## config.mk

```make
export PLATFORM = sky130hd
export DESIGN_NAME = flag_offset_loader
export DESIGN_NICKNAME = d
export VERILOG_FILES = /design/src/rtl/ofl_pkg.sv /design/src/rtl/ofl_rst_qual.sv /design/src/rtl/ofl_serial_shift.sv /design/src/rtl/ofl_clamp.sv /design/src/rtl/flag_offset_loader.sv
export SDC_FILE = /design/constraint.sdc
export NUM_CORES = 1
export LEC_CHECK = 0
export BUFFER_PORTS_ARGS = -buffer_cell sky130_fd_sc_hd__buf_2
export CORE_MARGIN = 2
export CORE_UTILIZATION = 48
export DETAILED_ROUTE_END_ITERATION = 6
export PLACE_DENSITY = 0.87
export SLEW_MARGIN = 20
export SYNTH_ARGS = -nofsm -noshare
export SYNTH_HDL_FRONTEND = slang
export SYNTH_SLANG_ARGS = --single-unit
```

## constraint.sdc

```tcl
create_clock -name clk -period 2 [get_ports clk]
set_clock_uncertainty 0.2 [all_clocks]
set_input_delay 0.4 -clock clk [delete_from_list [all_inputs] [get_ports clk]]
set_output_delay 0.4 -clock clk [all_outputs]
set_load 0.02 [all_outputs]
```

## src/rtl/ofl_pkg.sv

```systemverilog
package ofl_pkg;

  // pin pair {sel1, sel0} sampled on the last reset cycle
  typedef enum logic [1:0] {
    MODE_PAR    = 2'b00,
    MODE_PRE_LO = 2'b01,
    MODE_PRE_HI = 2'b10,
    MODE_SER    = 2'b11
  } ofl_mode_e;

  typedef enum logic [2:0] {
    ST_RST,
    ST_BADRST,
    ST_SETTLE,
    ST_PAR_Y,
    ST_PAR_X,
    ST_SER,
    ST_RUN
  } ofl_state_e;

endpackage

```

## src/rtl/ofl_rst_qual.sv

```systemverilog
// Samples the mode pins during reset and checks the reset length.
module ofl_rst_qual
  import ofl_pkg::*;
#(
  parameter int RST_CYC = 4
) (
  input  logic      clk,
  input  logic      rst,
  input  logic      sel1,
  input  logic      sel0,
  output ofl_mode_e mode_q,
  output logic      rst_ok
);

  logic [RST_CYC-1:0] hold_sr;

  always_ff @(posedge clk) begin
    if (rst) begin
      mode_q  <= ofl_mode_e'({sel1, sel0});
      hold_sr <= (hold_sr << 1) | {{(RST_CYC-1){1'b0}}, 1'b1};
    end else begin
      hold_sr <= '0;
    end
  end

  assign rst_ok = &hold_sr;

endmodule

```

## src/rtl/ofl_serial_shift.sv

```systemverilog
// Collects the serial threshold word, MSB first.
module ofl_serial_shift #(
  parameter int BITS = 18
) (
  input  logic            clk,
  input  logic            clr,
  input  logic            en,
  input  logic            din,
  output logic [BITS-1:0] word,
  output logic            full
);

  localparam int CW = $clog2(BITS + 1);

  logic [CW-1:0] cnt;

  always_ff @(posedge clk) begin
    if (clr) begin
      cnt  <= '0;
      word <= '0;
    end else if (en && !full) begin
      word <= {word[BITS-2:0], din};
      cnt  <= cnt + 1'b1;
    end
  end

  assign full = (cnt == CW'(BITS));

endmodule

```

## src/rtl/ofl_clamp.sv

```systemverilog
// Limits a raw threshold value to [LO, HI].
module ofl_clamp #(
  parameter int W  = 9,
  parameter int LO = 1,
  parameter int HI = 508
) (
  input  logic [W-1:0] raw,
  output logic [W-1:0] lim
);

  always_comb begin
    if (raw < W'(LO))      lim = W'(LO);
    else if (raw > W'(HI)) lim = W'(HI);
    else                   lim = raw;
  end

endmodule

```

## src/rtl/flag_offset_loader.sv

```systemverilog
module flag_offset_loader
  import ofl_pkg::*;
#(
  parameter int DATA_W     = 36,
  parameter int DEPTH      = 512,
  parameter int GUARD      = 4,
  parameter int RST_CYC    = 4,
  parameter int SETTLE_CYC = 2,
  parameter int PRESET_LO  = 8,
  parameter int PRESET_HI  = 64
) (
  input  logic              clk,
  input  logic              rst,
  input  logic              sel1_sen_n,
  input  logic              sel0_sdata,
  input  logic              wr_req,
  input  logic [DATA_W-1:0] wr_data,
  output logic [$clog2(DEPTH)-1:0] ofs_empty,
  output logic [$clog2(DEPTH)-1:0] ofs_full,
  output logic              prog_done,
  output logic              divert_wr,
  output logic              fifo_wr_en
);

  localparam int OFS_W    = $clog2(DEPTH);
  localparam int SER_BITS = 2 * OFS_W;
  localparam int OFS_MIN  = 1;
  localparam int OFS_MAX  = DEPTH - GUARD;
  localparam int SCW      = $clog2(SETTLE_CYC + 1);

  ofl_state_e          state;
  ofl_mode_e           mode_q;
  logic                rst_ok;
  logic [SCW-1:0]      settle;
  logic                ser_en;
  logic                ser_full;
  logic [SER_BITS-1:0] ser_word;
  logic                acc;
  logic                unused_hi;

  // index 1: almost-full (loaded first), index 0: almost-empty
  logic [OFS_W-1:0] raw_v [2];
  logic [OFS_W-1:0] lim_v [2];

  ofl_rst_qual #(.RST_CYC(RST_CYC)) u_qual (
    .clk    (clk),
    .rst    (rst),
    .sel1   (sel1_sen_n),
    .sel0   (sel0_sdata),
    .mode_q (mode_q),
    .rst_ok (rst_ok)
  );

  assign ser_en = (state == ST_SER) && !sel1_sen_n;

  ofl_serial_shift #(.BITS(SER_BITS)) u_shift (
    .clk  (clk),
    .clr  (rst),
    .en   (ser_en),
    .din  (sel0_sdata),
    .word (ser_word),
    .full (ser_full)
  );

  generate
    for (genvar g = 0; g < 2; g++) begin : g_lim
      assign raw_v[g] = (state == ST_SER) ? ser_word[g*OFS_W +: OFS_W]
                                          : wr_data[OFS_W-1:0];
      ofl_clamp #(.W(OFS_W), .LO(OFS_MIN), .HI(OFS_MAX)) u_clamp (
        .raw (raw_v[g]),
        .lim (lim_v[g])
      );
    end
  endgenerate

  assign unused_hi  = ^wr_data[DATA_W-1:OFS_W];
  assign acc        = wr_req && prog_done;
  assign fifo_wr_en = acc && !divert_wr;

  always_ff @(posedge clk) begin
    if (rst) begin
      state     <= ST_RST;
      prog_done <= 1'b0;
      divert_wr <= 1'b0;
      settle    <= '0;
      case (ofl_mode_e'({sel1_sen_n, sel0_sdata}))
        MODE_PRE_LO: begin
          ofs_empty <= OFS_W'(PRESET_LO);
          ofs_full  <= OFS_W'(PRESET_LO);
        end
        MODE_PRE_HI: begin
          ofs_empty <= OFS_W'(PRESET_HI);
          ofs_full  <= OFS_W'(PRESET_HI);
        end
        default: begin
          ofs_empty <= '0;
          ofs_full  <= '0;
        end
      endcase
    end else begin
      case (state)
        ST_RST: begin
          if (!rst_ok) begin
            state <= ST_BADRST;
          end else if (mode_q == MODE_SER) begin
            state <= ST_SER;
          end else if (SETTLE_CYC <= 1) begin
            prog_done <= 1'b1;
            divert_wr <= (mode_q == MODE_PAR);
            state     <= (mode_q == MODE_PAR) ? ST_PAR_Y : ST_RUN;
          end else begin
            settle <= SCW'(1);
            state  <= ST_SETTLE;
          end
        end
        ST_SETTLE: begin
          settle <= settle + 1'b1;
          if (settle == SCW'(SETTLE_CYC - 1)) begin
            prog_done <= 1'b1;
            divert_wr <= (mode_q == MODE_PAR);
            state     <= (mode_q == MODE_PAR) ? ST_PAR_Y : ST_RUN;
          end
        end
        ST_PAR_Y: begin
          if (acc) begin
            ofs_full <= lim_v[1];
            state    <= ST_PAR_X;
          end
        end
        ST_PAR_X: begin
          if (acc) begin
            ofs_empty <= lim_v[0];
            divert_wr <= 1'b0;
            state     <= ST_RUN;
          end
        end
        ST_SER: begin
          if (ser_full) begin
            ofs_full  <= lim_v[1];
            ofs_empty <= lim_v[0];
            prog_done <= 1'b1;
            state     <= ST_RUN;
          end
        end
        default: state <= state;
      endcase
    end
  end

endmodule

```

# Word level (Yosys, flattened, before mapping)
# Index checks and enable logic that the tools add are counted.
[word_totals]
ff_bits = 54
in_bits = 41
output_inout_bits = 21
[classes]
n_addsub = 2
order_cmp = 4
eq_ne = 18
muxes = 33
reduce_logical = 22
[ops]
columns = ["operator", "count"]
rows = [
  ["9-bit 2-to-1 mux", 12],
  ["9-bit case mux with 2 select lines", 2],
  ["3-bit 2-to-1 mux", 7],
  ["9-bit greater-than comparator, second input constant", 2],
  ["9-bit by 1-bit < comparator with 1-bit output, second input constant", 2],
  ["3-bit case mux with 5 select lines", 1],
  ["3-bit AND reduction", 5],
  ["7-bit case mux with 2 select lines", 1],
  ["2-bit inequality test, second input constant", 5],
  ["3-bit by 2-bit == test with 1-bit output, second input constant", 2],
  ["3-bit == test, second input constant", 2],
  ["3-bit inequality test, second input constant", 2],
  ["2-bit nonzero test", 3],
  ["3-bit nonzero test", 2],
  ["5-bit by 1-bit adder with 5-bit output, second input constant", 1],
  ["5-bit == test, second input constant", 1],
  ["1-bit 2-to-1 mux", 5],
  ["5-bit AND reduction", 1],
  ["5-bit nonzero test", 1],
  ["2-bit by 1-bit == test with 1-bit output, second input constant", 2],
  ["2-bit == test, second input constant", 2],
  ["1-bit logical AND", 4],
  ["2-bit 2-to-1 mux", 2],
  ["1-bit case mux with 2 select lines", 2],
  ["8 further kinds", 10],
]

# Depth between registers and ports, before layout
[logic_depth]
depth_word = 8
mapped_depth = 8

# Cells and area by module
# From an unflattened synthesis, not the netlist that was laid out.
[unflattened]
hier_cells = 295
hier_area_um2 = 2722.6
[by_module_without_submodules]
columns = ["mod", "instances", "cells_per_inst", "area_each_um2", "seq_area_each_um2"]
rows = [
  ["flag_offset_loader", 1, 165, 1436.4, 680.7],
  ["ofl_serial_shift", 1, 88, 944.7, 460.4],
  ["ofl_clamp", 2, 16, 86.3, 0.0],
  ["ofl_rst_qual", 1, 10, 168.9, 140.1],
]

# Worst setup path after synthesis
# No wires, ideal clock.
[synth_timing]
kind = "flip-flop to flip-flop"
startpoint = "register u_shift.cnt[0]"
endpoint = "register ofs_empty[0] (enable)"
setup_ns = 0.387
arrival_time_ns = 1.534
slack_ns = -0.121
stages_incl_launch_ff = 6
path_buffers = 0
period_less_slack_ns = 2.121
cell_sequence = "dfxtp_1 -> inv_1 -> ha_1 -> and4bb_2 -> a21oi_1 -> o21ai_0"
[synth_via]
elab_chain_len = 3
[synth_lines]
columns = ["item", "line_no", "source"]
rows = [
  ["start: declaration", "ofl_serial_shift.sv:15", "logic [CW-1:0] cnt;"],
  ["start signal: assignment", "ofl_serial_shift.sv:23", "cnt <= cnt + 1'b1;"],
  ["5-bit == test", "ofl_serial_shift.sv:27", "assign full = (cnt == CW'(BITS));"],
  ["3-bit by 2-bit inequality test with 1-bit output (no line)", "-", ""],
  ["3-bit AND reduction (no line)", "-", ""],
  ["end signal: assignment", "flag_offset_loader.sv:88", "ofs_empty <= OFS_W'(PRESET_LO);"],
  ["end signal: assignment", "flag_offset_loader.sv:92", "ofs_empty <= OFS_W'(PRESET_HI);"],
  ["end signal: assignment", "flag_offset_loader.sv:132", "ofs_empty <= lim_v[0];"],
  ["end: declaration", "flag_offset_loader.sv:18", "output logic [$clog2(DEPTH)-1:0] ofs_empty,"],
]
# No other way between the ends.
# A chain may end at the register's enable or synchronous reset.

# Worst setup path after layout
[layout_timing]
startpoint = "register u_shift.cnt[0]"
endpoint = "register u_shift.cnt[2]"
[layout_via]
elab_chain_len = 3
[layout_lines]
columns = ["item"]
rows = [
  ["parallel branches: the longest is 3 deep, another holds 5-bit by 1-bit adder with 5-bit output"],
]
# Several ways; the timed one is not identified.

==> impl_metrics.yaml <==
worst_setup_path:
  r2r_start: "u_shift.cnt[0]"
  worst_ep_required_time_ps: 2040
  reg2regPathDepth: 7
  critPathTopFamily: "simple AND/OR/NAND/NOR gates"
  slowest_delay_ps: 370
  reg2reg_to: "u_shift.cnt[2]"
  path_max_fanout: 4
  timing.critical_path.slowest_stage_cell: "or3_4"
  critPathCaptureType: "flop"
  path_buf_inv: 2
  reg2reg_slack_ps: 2
  path_cells: "inv_2 -> ha_2 -> and4bb_2 -> buf_6 -> or3_4 -> or3_1 -> a21oi_1"
  critPathKind: "flop to flop"
  startpoint_type: "flop"
  worstPathArrival_ps: 2040
final_layout:
  antenna_cells: 0
  fin_nets: 385
  stdcell_count: 412
  syn_to_final_growth_pct: 22.8
  drive_gt1_frac: 0.269
  fin_util: 0.609
flow_run:
  cap_violations: 0
logic_synthesis:
  muxShareOfSynthArea: 0.0202
  synth-compound-area-share: 0.184
  synthTopCellsByArea: "dfxtp_1 (27%), edfxtp_1 (24%), nand2_1 (11%), a21oi_1 (8.1%), nor2_1 (1.8%)"
  synthAdderAreaFrac: 0.0148
  synth_nets: 329
  yosysSeqAreaShare: 0.506
  synth_xor_area_frac: 0.0104
  yosysWarnings: 0
  ys_ff_latch: 54
  synthArstFlopShare: 0
  avgSynthCellArea_sq_um: 8.89
  synth_top_family_by_area: "simple AND/OR/NAND/NOR gates"
  netlist_area_sq_um: 2530
  syn_inst: 285
  synth_edf_count: 20
  yosys.area.top_type: "dfxtp_1"
  yosys.area_share.simple: 0.228
  synthFlopType: "dfxtp_1"
  yosysUniqueCellTypes: 47
  synth_top_cell_area_share: 0.269
floorplan:
  die_x_um: 76.7
  core-area_sq_um: 5110
  rows: 26
  initial_core_util: 0.496
  ioPinCount: 62
  die_h_um: 76.7
  die_area_sq_um: 5880
pwr:
  pwr_density_cell_nw_per_um2: 890
  p_leak_nw: 1.21
  total_power_mw: 2.77
  ir_worst_vdd_uv: 331
cts:
  cts.sinks: 54
  clk_pin_slew_ps: 90
  tritoncts: "done"
  cts_buffers: 5
  htreeDepth: 2
  clk_latency_ps: 310
  root_buffer: "clkbuf_8"
  holdBufCountCts: 0
  clockBufferDepth: 2
min_path:
  holdPathStages: 1
  min-delay-start: "sel0_sdata"
  holdPathEnd: "u_qual.mode_q[0]"
  hold_path_class: "input pin to flop"
routing:
  routedWlPerCell_um: 14.4
  firstDrtPassIters: 5
  vias: 2336
  vias_per_cell: 5.67
  drc: 0
  first_iter_violations: 268
  wl_um: 5930
  drtAntennaViolNets: 0
grt:
  grt_antenna_before_repair: 0
  use_met3: 0.0471
  grt.total_usage: 0.206
  grt_use_met2: 0.336
  grt_pass1_wl_um: 9860
  busiest_layer: "met2"
  grt_max_degree: 51
  grt_pass1_vias: 2206
  use_met1: 0.264
  overflow: 0
sta:
  worst_slack_ps: 2.43
  slew_headroom: 0.675
  setup_violations: 0
  fmax_ghz: 0.501
  final.setup.tns_ps: 0
  hold_viol: 0
  min_period_ps: 2000
  worst-slew-pin-transition_ps: 488
  drv_slew: 0
  post-route-period-util: 0.999
  grt_setup_unrepaired: "yes"
placed_design:
  dp_worst_setup_slack_ps: -5.86
  place.gp.congestion: 0.940
  dp.cells: 403
  dp.final_hpwl_um: 4160
  io_buffers: 34
run_status:
  status: "finished clean"
-- worst register-to-register path, stage by stage, from the launching register on --
cell and delay, ps:
dfxtp_2 340, inv_2 30, ha_2 160, and4bb_2 230, buf_6 130, or3_4 370
or3_1 350, a21oi_1 120
-- cells in the mapped netlist (all sizes together) (2+ instances only) --
cell type / number
nor2: 12
nand3: 6
a221oi: 2
xnor2: 3
a21o: 2
edfxtp: 20
nand2: 74
nor4: 2
or4: 2
and2: 4
dfxtp: 34
o21a: 2
nor4b: 2
ha: 3
o211ai: 2
o2bb2ai: 3
inv: 6
nand4: 3
nand3b: 2
clkbuf: 10
buf: 6
nor2b: 2
a211oi: 2
o21ai: 8
or3: 3
nand2b: 3
mux2i: 4
a21oi: 41
nor3: 7
-- routing by layer --
layer,routed length [um],vias to the layer above
met5,0,-
met4,153,0
met3,415,20
met2,2850,106
met1,2510,1090
li1,-,1120
-- registers in the layout, indices dropped and copies added (netlist names) --
register	cells
divert_wr	1
settle	2
state	3
u_qual.mode_q	2
u_qual.hold_sr	4
ofs_full	9
u_shift.cnt	5
ofs_empty	9
prog_done	1
u_shift.word	18
-- repair_timing --
action | in CTS | in global routing
resized for setup | 1 | 14
pin swaps | 0 | 5
cloned | 0 | 0
setup buffers | 0 | 1
endpoints found under the setup margin | 9 | 32
-- logic make-up after synthesis --
| group | count (synthesis) |
|---|---|
| multiplexers | 5 |
| flip-flops | 54 |
| XOR/XNOR | 3 |
| AND/OR/NAND/NOR | 125 |
| buffers and inverters | 22 |
| AO/OA/AOI/OAI | 73 |
| adder cells (fa/ha/maj) | 3 |
-- cells in the final DEF, fill, tap and decap left out, drive strengths merged, types with 3 or more instances in the layout --
master	Yosys	layout
o21ai	8	8
nand2	74	74
ha	3	3
dfxtp	34	34
xnor2	3	3
and2	4	4
nor3	7	7
mux2i	4	4
edfxtp	20	20
nand4	3	3
a21oi	41	41
clkbuf	10	5
nand3	6	6
nand2b	3	3
nor2	12	12
buf	6	65
or3	3	3
o2bb2ai	3	3
inv	6	6
-- stage by stage --
stage,cell area [sq um],hold slack [ps]
after floorplan,2530,228
after global placement,2950,242
after detailed placement,2950,248
after CTS,3060,96.5
after global routing,3110,98.9
final,3110,103
-- power by group --
group | internal, mW | switching [mW] | total (mW)
Combinational | 0.324 | 0.449 | 0.773
Clock | 0.369 | 0.343 | 0.712
Sequential | 1.24 | 0.0466 | 1.28
-- how the worst max path moves through the flow --
stage                               from               to  slack, ps  depth (start not counted)
after floorplan           u_shift.cnt[0]  u_shift.word[0]        100                          8
after global placement    u_shift.cnt[0]     ofs_empty[2]         -7                          5
after detailed placement  u_shift.cnt[0]     ofs_empty[5]         -6                          5
after CTS                 u_shift.cnt[0]   u_shift.cnt[2]          1                          7
after global routing      u_shift.cnt[0]   u_shift.cnt[2]        -60                          7
final                     u_shift.cnt[0]   u_shift.cnt[2]          2                          7
-- final cells by class --
cell class | instances | area, sq um
fillers | 412 | 2000
flip-flops and latches | 54 | 1290
multi-input cells | 209 | 1190
repair buffers | 65 | 410
well taps | 70 | 87.6
clock buffers | 5 | 68.8
clock inverters | 3 | 40.0
inverters | 6 | 22.5
Power figures use the tool's default switching activity.
